### src/rtl/lbs_pkg.sv
// Package: shared state type and fixed constants for the lane burst sequencer.
// Assumes one UI per clock cycle and an 8-bit byte.
package lbs_pkg;
    typedef enum logic [2:0] {
        ST_IDLE,
        ST_LP01,
        ST_LP00,
        ST_HSZ,
        ST_SYNC,
        ST_PAY,
        ST_TRAIL,
        ST_EXIT
    } lane_st_e;

    localparam int unsigned BYTE_W = 8;
    localparam logic [BYTE_W-1:0] SYNC_BYTE = 8'hB8;
endpackage

### src/rtl/lbs_interval_cnt.sv
// Interval counter: loads a remaining-cycle count and counts down to zero.
// Assumes the owner loads (duration-1) on the cycle it changes state.
module lbs_interval_cnt #(
    parameter int unsigned CW = 4
) (
    input  logic          clk,
    input  logic          rst_n,
    input  logic          load,
    input  logic [CW-1:0] load_val,
    output logic          expired
);
    logic [CW-1:0] cnt;

    // Hold the remaining cycles of the current interval.
    always_ff @(posedge clk) begin
        if (!rst_n)          cnt <= '0;
        else if (load)       cnt <= load_val;
        else if (cnt != '0)  cnt <= cnt - CW'(1);
    end

    assign expired = (cnt == '0);

    // Intervals shrink by exactly one per cycle when not reloaded.
    assert_count_down_R2: assert property (@(posedge clk) disable iff (!rst_n)
        (!load && cnt != '0) |=> (cnt == $past(cnt) - CW'(1)));
endmodule

### src/rtl/lbs_shifter.sv
// Byte shifter: outputs bit 0 first, flags the last bit of each loaded word.
// Assumes the owner reloads at a word boundary or stops shifting.
module lbs_shifter #(
    parameter int unsigned DW = 8
) (
    input  logic          clk,
    input  logic          rst_n,
    input  logic          load,
    input  logic [DW-1:0] load_val,
    input  logic          shift,
    output logic          bit_o,
    output logic          word_end
);
    localparam int unsigned IW = $clog2(DW);

    logic [DW-1:0] sh;
    logic [IW-1:0] idx;

    // Load a new word or move the next bit into position 0.
    always_ff @(posedge clk) begin
        if (!rst_n) begin
            sh  <= '0;
            idx <= '0;
        end else if (load) begin
            sh  <= load_val;
            idx <= '0;
        end else if (shift) begin
            sh  <= sh >> 1;
            idx <= idx + IW'(1);
        end
    end

    assign bit_o    = sh[0];
    assign word_end = (idx == IW'(DW - 1));

    // Within a word, the next bit shown is the neighbour of the current one.
    assert_lsb_order_R5: assert property (@(posedge clk) disable iff (!rst_n)
        (shift && !load && !word_end) |=> (bit_o == $past(sh[1])));
endmodule

### src/rtl/lane_burst_seq.sv
// Lane burst sequencer top: line-state FSM for entry, sync, payload, trail, exit.
// Assumes clk is the bit clock (one UI per cycle) and UI_PS gives its period.
module lane_burst_seq
    import lbs_pkg::*;
#(
    parameter int unsigned UI_PS     = 20000,
    parameter int unsigned LPX_CYC   = 3,
    parameter int unsigned PREP_CYC  = 7,
    parameter int unsigned ZERO_CYC  = 12,
    parameter int unsigned TRAIL_CYC = 8,
    parameter int unsigned EXIT_CYC  = 5
) (
    input  logic              clk,
    input  logic              rst_n,
    input  logic              req_i,
    input  logic [BYTE_W-1:0] tx_data_i,
    input  logic              tx_valid_i,
    input  logic              tx_last_i,
    output logic              tx_ready_o,
    output logic              lp_dp_o,
    output logic              lp_dn_o,
    output logic              hs_en_o,
    output logic              hs_bit_o
);
    localparam int unsigned M1   = (LPX_CYC > PREP_CYC) ? LPX_CYC : PREP_CYC;
    localparam int unsigned M2   = (ZERO_CYC > TRAIL_CYC) ? ZERO_CYC : TRAIL_CYC;
    localparam int unsigned M3   = (M1 > M2) ? M1 : M2;
    localparam int unsigned MAXD = (M3 > EXIT_CYC) ? M3 : EXIT_CYC;
    localparam int unsigned CW   = $clog2(MAXD + 1);

    // Elaboration checks of every interval against its line-level limit.
    if (LPX_CYC * UI_PS < 50000) begin : g_lpx_short
        $error("low-power period below 50 ns");
    end
    if (PREP_CYC * UI_PS < 40000 + 4 * UI_PS) begin : g_prep_short
        $error("prepare below 40 ns + 4 UI");
    end
    if (PREP_CYC * UI_PS > 85000 + 6 * UI_PS) begin : g_prep_long
        $error("prepare above 85 ns + 6 UI");
    end
    if ((PREP_CYC + ZERO_CYC) * UI_PS < 145000 + 10 * UI_PS) begin : g_zero_short
        $error("prepare plus zero below 145 ns + 10 UI");
    end
    if (TRAIL_CYC < 8 || TRAIL_CYC * UI_PS < 60000 + 4 * UI_PS) begin : g_trail_short
        $error("trail below max(8 UI, 60 ns + 4 UI)");
    end
    if (TRAIL_CYC * UI_PS > 105000 + 12 * UI_PS) begin : g_trail_long
        $error("trail above 105 ns + 12 UI");
    end
    if (EXIT_CYC * UI_PS < 100000) begin : g_exit_short
        $error("exit below 100 ns");
    end

    lane_st_e          st, st_nx;
    logic              pend_q, last_q, trail_q;
    logic              expired, tmr_load;
    logic [CW-1:0]     tmr_val;
    logic              sh_load, sh_shift, sh_bit, word_end, take, in_hs_ser;
    logic [BYTE_W-1:0] sh_val;

    assign in_hs_ser  = (st == ST_SYNC) || (st == ST_PAY);
    assign tx_ready_o = word_end && ((st == ST_SYNC) || (st == ST_PAY && !last_q));
    assign take       = tx_ready_o && tx_valid_i;

    // Next-state selection for the lane sequence.
    always_comb begin
        st_nx = st;
        case (st)
            ST_IDLE:  if (req_i || pend_q) st_nx = ST_LP01;
            ST_LP01:  if (expired) st_nx = ST_LP00;
            ST_LP00:  if (expired) st_nx = ST_HSZ;
            ST_HSZ:   if (expired) st_nx = ST_SYNC;
            ST_SYNC,
            ST_PAY:   if (word_end) st_nx = take ? ST_PAY : ST_TRAIL;
            ST_TRAIL: if (expired) st_nx = ST_EXIT;
            ST_EXIT:  if (expired) st_nx = ST_IDLE;
            default:  st_nx = ST_IDLE;
        endcase
    end

    // Interval length for the state being entered.
    always_comb begin
        case (st_nx)
            ST_LP01:  tmr_val = CW'(LPX_CYC - 1);
            ST_LP00:  tmr_val = CW'(PREP_CYC - 1);
            ST_HSZ:   tmr_val = CW'(ZERO_CYC - 1);
            ST_TRAIL: tmr_val = CW'(TRAIL_CYC - 1);
            ST_EXIT:  tmr_val = CW'(EXIT_CYC - 1);
            default:  tmr_val = '0;
        endcase
    end
    assign tmr_load = (st_nx != st);

    lbs_interval_cnt #(.CW(CW)) u_tmr (
        .clk      (clk),
        .rst_n    (rst_n),
        .load     (tmr_load),
        .load_val (tmr_val),
        .expired  (expired)
    );

    assign sh_load  = (st == ST_HSZ && st_nx == ST_SYNC) || take;
    assign sh_val   = take ? tx_data_i : SYNC_BYTE;
    assign sh_shift = in_hs_ser;

    lbs_shifter #(.DW(BYTE_W)) u_shf (
        .clk      (clk),
        .rst_n    (rst_n),
        .load     (sh_load),
        .load_val (sh_val),
        .shift    (sh_shift),
        .bit_o    (sh_bit),
        .word_end (word_end)
    );

    // State, pending request, last-byte flag and trail level registers.
    always_ff @(posedge clk) begin
        if (!rst_n) begin
            st      <= ST_IDLE;
            pend_q  <= 1'b0;
            last_q  <= 1'b0;
            trail_q <= 1'b0;
        end else begin
            st     <= st_nx;
            pend_q <= (st == ST_IDLE) ? 1'b0 : (pend_q || req_i);
            if (st_nx == ST_SYNC && st != ST_SYNC) last_q <= 1'b0;
            else if (take)                         last_q <= tx_last_i;
            if (in_hs_ser && st_nx == ST_TRAIL)    trail_q <= ~sh_bit;
        end
    end

    // Line outputs decoded from the current state.
    always_comb begin
        lp_dp_o  = 1'b0;
        lp_dn_o  = 1'b0;
        hs_en_o  = 1'b0;
        hs_bit_o = 1'b0;
        case (st)
            ST_IDLE, ST_EXIT: begin lp_dp_o = 1'b1; lp_dn_o = 1'b1; end
            ST_LP01:          lp_dn_o = 1'b1;
            ST_HSZ:           hs_en_o = 1'b1;
            ST_SYNC, ST_PAY:  begin hs_en_o = 1'b1; hs_bit_o = sh_bit; end
            ST_TRAIL:         begin hs_en_o = 1'b1; hs_bit_o = trail_q; end
            default:          ;
        endcase
    end

    // High-speed drive only ever starts from low-power 00.
    assert_hs_from_lp00_R2: assert property (@(posedge clk) disable iff (!rst_n)
        $rose(hs_en_o) |-> $past(!lp_dp_o && !lp_dn_o));
    // Low-power wires are released while the high-speed driver is on.
    assert_hs_lp_low_R3: assert property (@(posedge clk) disable iff (!rst_n)
        hs_en_o |-> (!lp_dp_o && !lp_dn_o));
    // Ready is raised only while serialising.
    assert_ready_in_hs_R6: assert property (@(posedge clk) disable iff (!rst_n)
        tx_ready_o |-> hs_en_o);
    // First trail cycle flips the final payload level.
    assert_trail_flip_R9: assert property (@(posedge clk) disable iff (!rst_n)
        (st == ST_TRAIL && $past(st) != ST_TRAIL) |-> (hs_bit_o != $past(hs_bit_o)));
    // High-speed drive always hands the lane back at low-power 11.
    assert_exit_lp11_R10: assert property (@(posedge clk) disable iff (!rst_n)
        $fell(hs_en_o) |-> (lp_dp_o && lp_dn_o));
endmodule

### config.mk
export PLATFORM = sky130hd
export DESIGN_NAME = lane_burst_seq
export DESIGN_NICKNAME = d
export VERILOG_FILES = /design/src/rtl/lbs_pkg.sv /design/src/rtl/lbs_interval_cnt.sv /design/src/rtl/lbs_shifter.sv /design/src/rtl/lane_burst_seq.sv
export SDC_FILE = /design/constraint.sdc
export NUM_CORES = 1
export LEC_CHECK = 0
export ABC_AREA = 0
export BUFFER_PORTS_ARGS = -buffer_cell sky130_fd_sc_hd__buf_2
export CORE_ASPECT_RATIO = 0.75
export CORE_UTILIZATION = 45
export CTS_CLUSTER_DIAMETER = 100
export DETAILED_ROUTE_END_ITERATION = 10
export PLACE_DENSITY = 0.72
export SKIP_LAST_GASP = 1
export SLEW_MARGIN = 40
export SYNTH_ARGS = -nofsm -noshare
export SYNTH_HDL_FRONTEND = slang
export SYNTH_SLANG_ARGS = --single-unit
### constraint.sdc
create_clock -name clk -period 1.7 [get_ports clk]
set_clock_uncertainty 0.15 [all_clocks]
set_input_delay 0.34 -clock clk [delete_from_list [all_inputs] [get_ports clk]]
set_output_delay 0.34 -clock clk [all_outputs]
set_load 0.005 [all_outputs]
==> results.sh <==
export IMPL_min_path_type="input port to flop"
export IMPL_antenna_found_initial=0
export IMPL_clockRootBuffer="clkbuf_4"
export IMPL_startpoint_type="flop"
export IMPL_overflow=0
export IMPL_drtPass1Iterations=4
export IMPL_finalPower_mw=2.68
export IMPL_crit_buf_inv=2
export IMPL_worstPathMaxFanout=3
export IMPL_path_depth=6
export IMPL_slew_headroom_pct=76.1
export IMPL_violations="negative setup slack"
export IMPL_dr_total_vias=1344
export IMPL_r2r_cells=9
export IMPL_synth_xor_area_share_pct=2.87
export IMPL_grt_pass1_vias=1166
export IMPL_synth_simple_gate_area_share_pct=26.5
export IMPL_synth_cells=148
export IMPL_cts_buffers=3
export IMPL_grt_setup_unrepaired="true"
export IMPL_critPathSlowestCell="dfxtp_2"
export IMPL_layout_drive_gt1_share_pct=52.3
export IMPL_ctsHoldBuffers=0
export IMPL_netlist_area_leader_share_pct=34.5
export IMPL_grt_first_pass_wirelength_mm=5.49
export IMPL_syn_cell_area_um2=1220
export IMPL_synthesis_nets=164
export IMPL_synthAdderAreaFrac_pct=3.08
export IMPL_dieArea_um2=2930
export IMPL_crit_end="tx_ready_o"
export IMPL_fin_cells=231
export IMPL_path_class="flop to primary output"
export IMPL_power_density_nw_per_um2=1430
export IMPL_rows=15
export IMPL_syn_area_per_cell_um2=8.24
export IMPL_synth_top_flop_cell="dfxtp_1"
export IMPL_via_per_inst=5.82
export IMPL_maxCapViolCount=0
export IMPL_min_from="tx_last_i"
export IMPL_finalWeightedCongestion=0.860
export IMPL_final_common_cell="buf_4"
export IMPL_timing_hold_ws_ps=99.5
export IMPL_vdd_drop_max_uv=966
export IMPL_cpMostUsedCell="ha_4"
export IMPL_grt_max_degree=20
export IMPL_setup_viol=16
export IMPL_worstPathArrival_ps=1520
export IMPL_timing_rr_start="u_shf.idx[0]"
export IMPL_synth_compound_area_share_pct=26.5
export IMPL_dp_hpwl_mm=2.33
export IMPL_finish_utilization_pct=77.4
export IMPL_htree_levels=1
export IMPL_synth_seq_cells=21
export IMPL_crit_required_ps=1210
export IMPL_drt_wl_total_mm=3.75
export IMPL_r2r_slack_ps=-240
export IMPL_synth_mux_area_share_pct=1.64
export IMPL_layout_common_cells="buf_4 (28), buf_2 (18), dfxtp_1 (14)"
export IMPL_hold_viol_final=0
export IMPL_period_share_pct=118
export IMPL_synth_top_family_by_area="compound AO/OA/AOI/OAI gates"
export IMPL_crit_chain="ha_4 > ha_4 > nand3b_1 > buf_4 > a21oi_2 > buf_2"
export IMPL_dpl_cell_area_um2=1540
export IMPL_clk_latency_ps=330
export IMPL_startpoint="u_shf.idx[0]"
export IMPL_fin_area_um2=1870
export IMPL_clock_sinks=21
export IMPL_die_y_um=47.1
export IMPL_crit_family="flip-flops"
export IMPL_io_pin_count=18
export IMPL_synth_edf_count=0
export IMPL_endpoint_kind="primary output"
export IMPL_clk_path_buf_depth=2
export IMPL_synth_distinct_cells=42
export IMPL_drc_errors=0
export IMPL_pre_cts_ws_ps=-168
export IMPL_slew_violations=0
export IMPL_portBuffers=17
export IMPL_synthArstFlopShare_pct=0
export IMPL_area_growth_pct=53.6
export IMPL_coreArea_um2=2420
export IMPL_avgRoutedWirePerCell_um=16.2
export IMPL_r2r_end="u_tmr.cnt[0]"
export IMPL_setup_ws_ps=-308
export IMPL_tightest_slew_ps=355
export IMPL_drt_initial_drc_count=79
export IMPL_grt_use_total_pct=25.6
export IMPL_clkTransAtPathRegs_ps=130
export IMPL_ys_seq_area_share_pct=34.5
export IMPL_antenna_cells=0
export IMPL_die_w_um=62.1
export IMPL_dp_cells=217
export IMPL_synth_largest_area_cell="dfxtp_1"
export IMPL_ys_top_cells_by_area="dfxtp_1 (34%), o21ai_0 (4.9%), a21oi_1 (4.5%)"
export IMPL_ant_nets=0
export IMPL_fillCellCount=153
export IMPL_synth_warnings=0
export IMPL_final_nets=214
export IMPL_cpPeakStageDelay_ps=390
export IMPL_cts_tree="done"
export IMPL_power_leakage_nw=0.752
export IMPL_fin_setup_tns_ps=-1370
export IMPL_fmax_ghz=0.498
export IMPL_status="finished with violations"
export IMPL_layout_min_cycle_time_ps=2010
export IMPL_start_util_pct=50.4
-- how the worst min path moves through the flow --
stage | slack, ps | cells after the start | end
after floorplan | 290 | 2 | u_shf.idx[1]
after global placement | 300 | 2 | u_shf.idx[1]
after detailed placement | 310 | 2 | u_shf.idx[2]
after CTS | 100 | 3 | last_q
after global routing | 90 | 3 | last_q
final | 100 | 3 | last_q
-- cell type report --
| cell class | count | area, µm² | area share (%) |
|---|---|---|---|
| clock inverter | 1 | 7.51 | 0.401 |
| sequential | 21 | 437 | 23.3 |
| timing repair buffer | 54 | 403 | 21.5 |
| multi-input combinational | 114 | 947 | 50.5 |
| clock buffer | 3 | 22.5 | 1.20 |
| inverter | 4 | 15.0 | 0.801 |
| tap | 34 | 42.5 | 2.27 |
-- synth_stat cells (2+ instances only) --
library cell	number
dfxtp_1	21
nand2_1	13
o21ai_0	12
a21oi_1	11
nor2_1	9
nor2b_1	7
nor3_1	6
a211oi_1	5
buf_2	4
inv_1	4
nand3_1	4
xnor2_1	4
a21boi_0	3
and2_1	3
clkbuf_1	3
ha_1	3
o22ai_1	3
a221oi_1	2
a22o_1	2
and3_1	2
mux2i_1	2
nand3b_1	2
nand4bb_1	2
o21a_1	2
or3_1	2
-- what timing repair did --
action | in CTS | in global routing
cloned | 0 | 1
endpoints found under the hold margin | 0 | 0
buffers inserted | 2 | 7
gates resized for setup | 27 | 30
endpoints found under the setup margin | 24 | 23
pin swaps | 4 | 11
-- tightest hold or removal path, delay by kind of cell --
family	cells	cell delay, ps
AND/OR/NAND/NOR	1	50
AO/OA/AOI/OAI	1	50
buffers and inverters	1	100
-- power by group --
part / switching, mW / internal (mW) / total (mW)
Sequential: 0.0998 / 0.612 / 0.712
Clock: 0.179 / 0.0904 / 0.269
Combinational: 0.802 / 0.902 / 1.70
-- flip-flops by register name (all words and copies together), names as in the netlist --
signal	flops
pend_q	1
u_shf.sh	8
u_shf.idx	3
u_tmr.cnt	4
last_q	1
st	3
trail_q	1
-- kinds of logic (layout without fill, tap and decap cells) --
logic type | Yosys count | in the layout
simple gates | 56 | 56
compound gates | 49 | 49
flops | 21 | 21
buf+inv | 13 | 62
xor+xnor | 4 | 4
fa+ha+maj | 3 | 3
mux | 2 | 2
-- per-layer routing --
metal	track usage [%]	part of all wire [%]	up-vias
met3	6.31	10	7
met1	32.8	43	626
li1	-	-	639
met2	41.5	45	72
met5	0	0	-
met4	14.0	1.8	0
(Power assumes the default switching activity.)
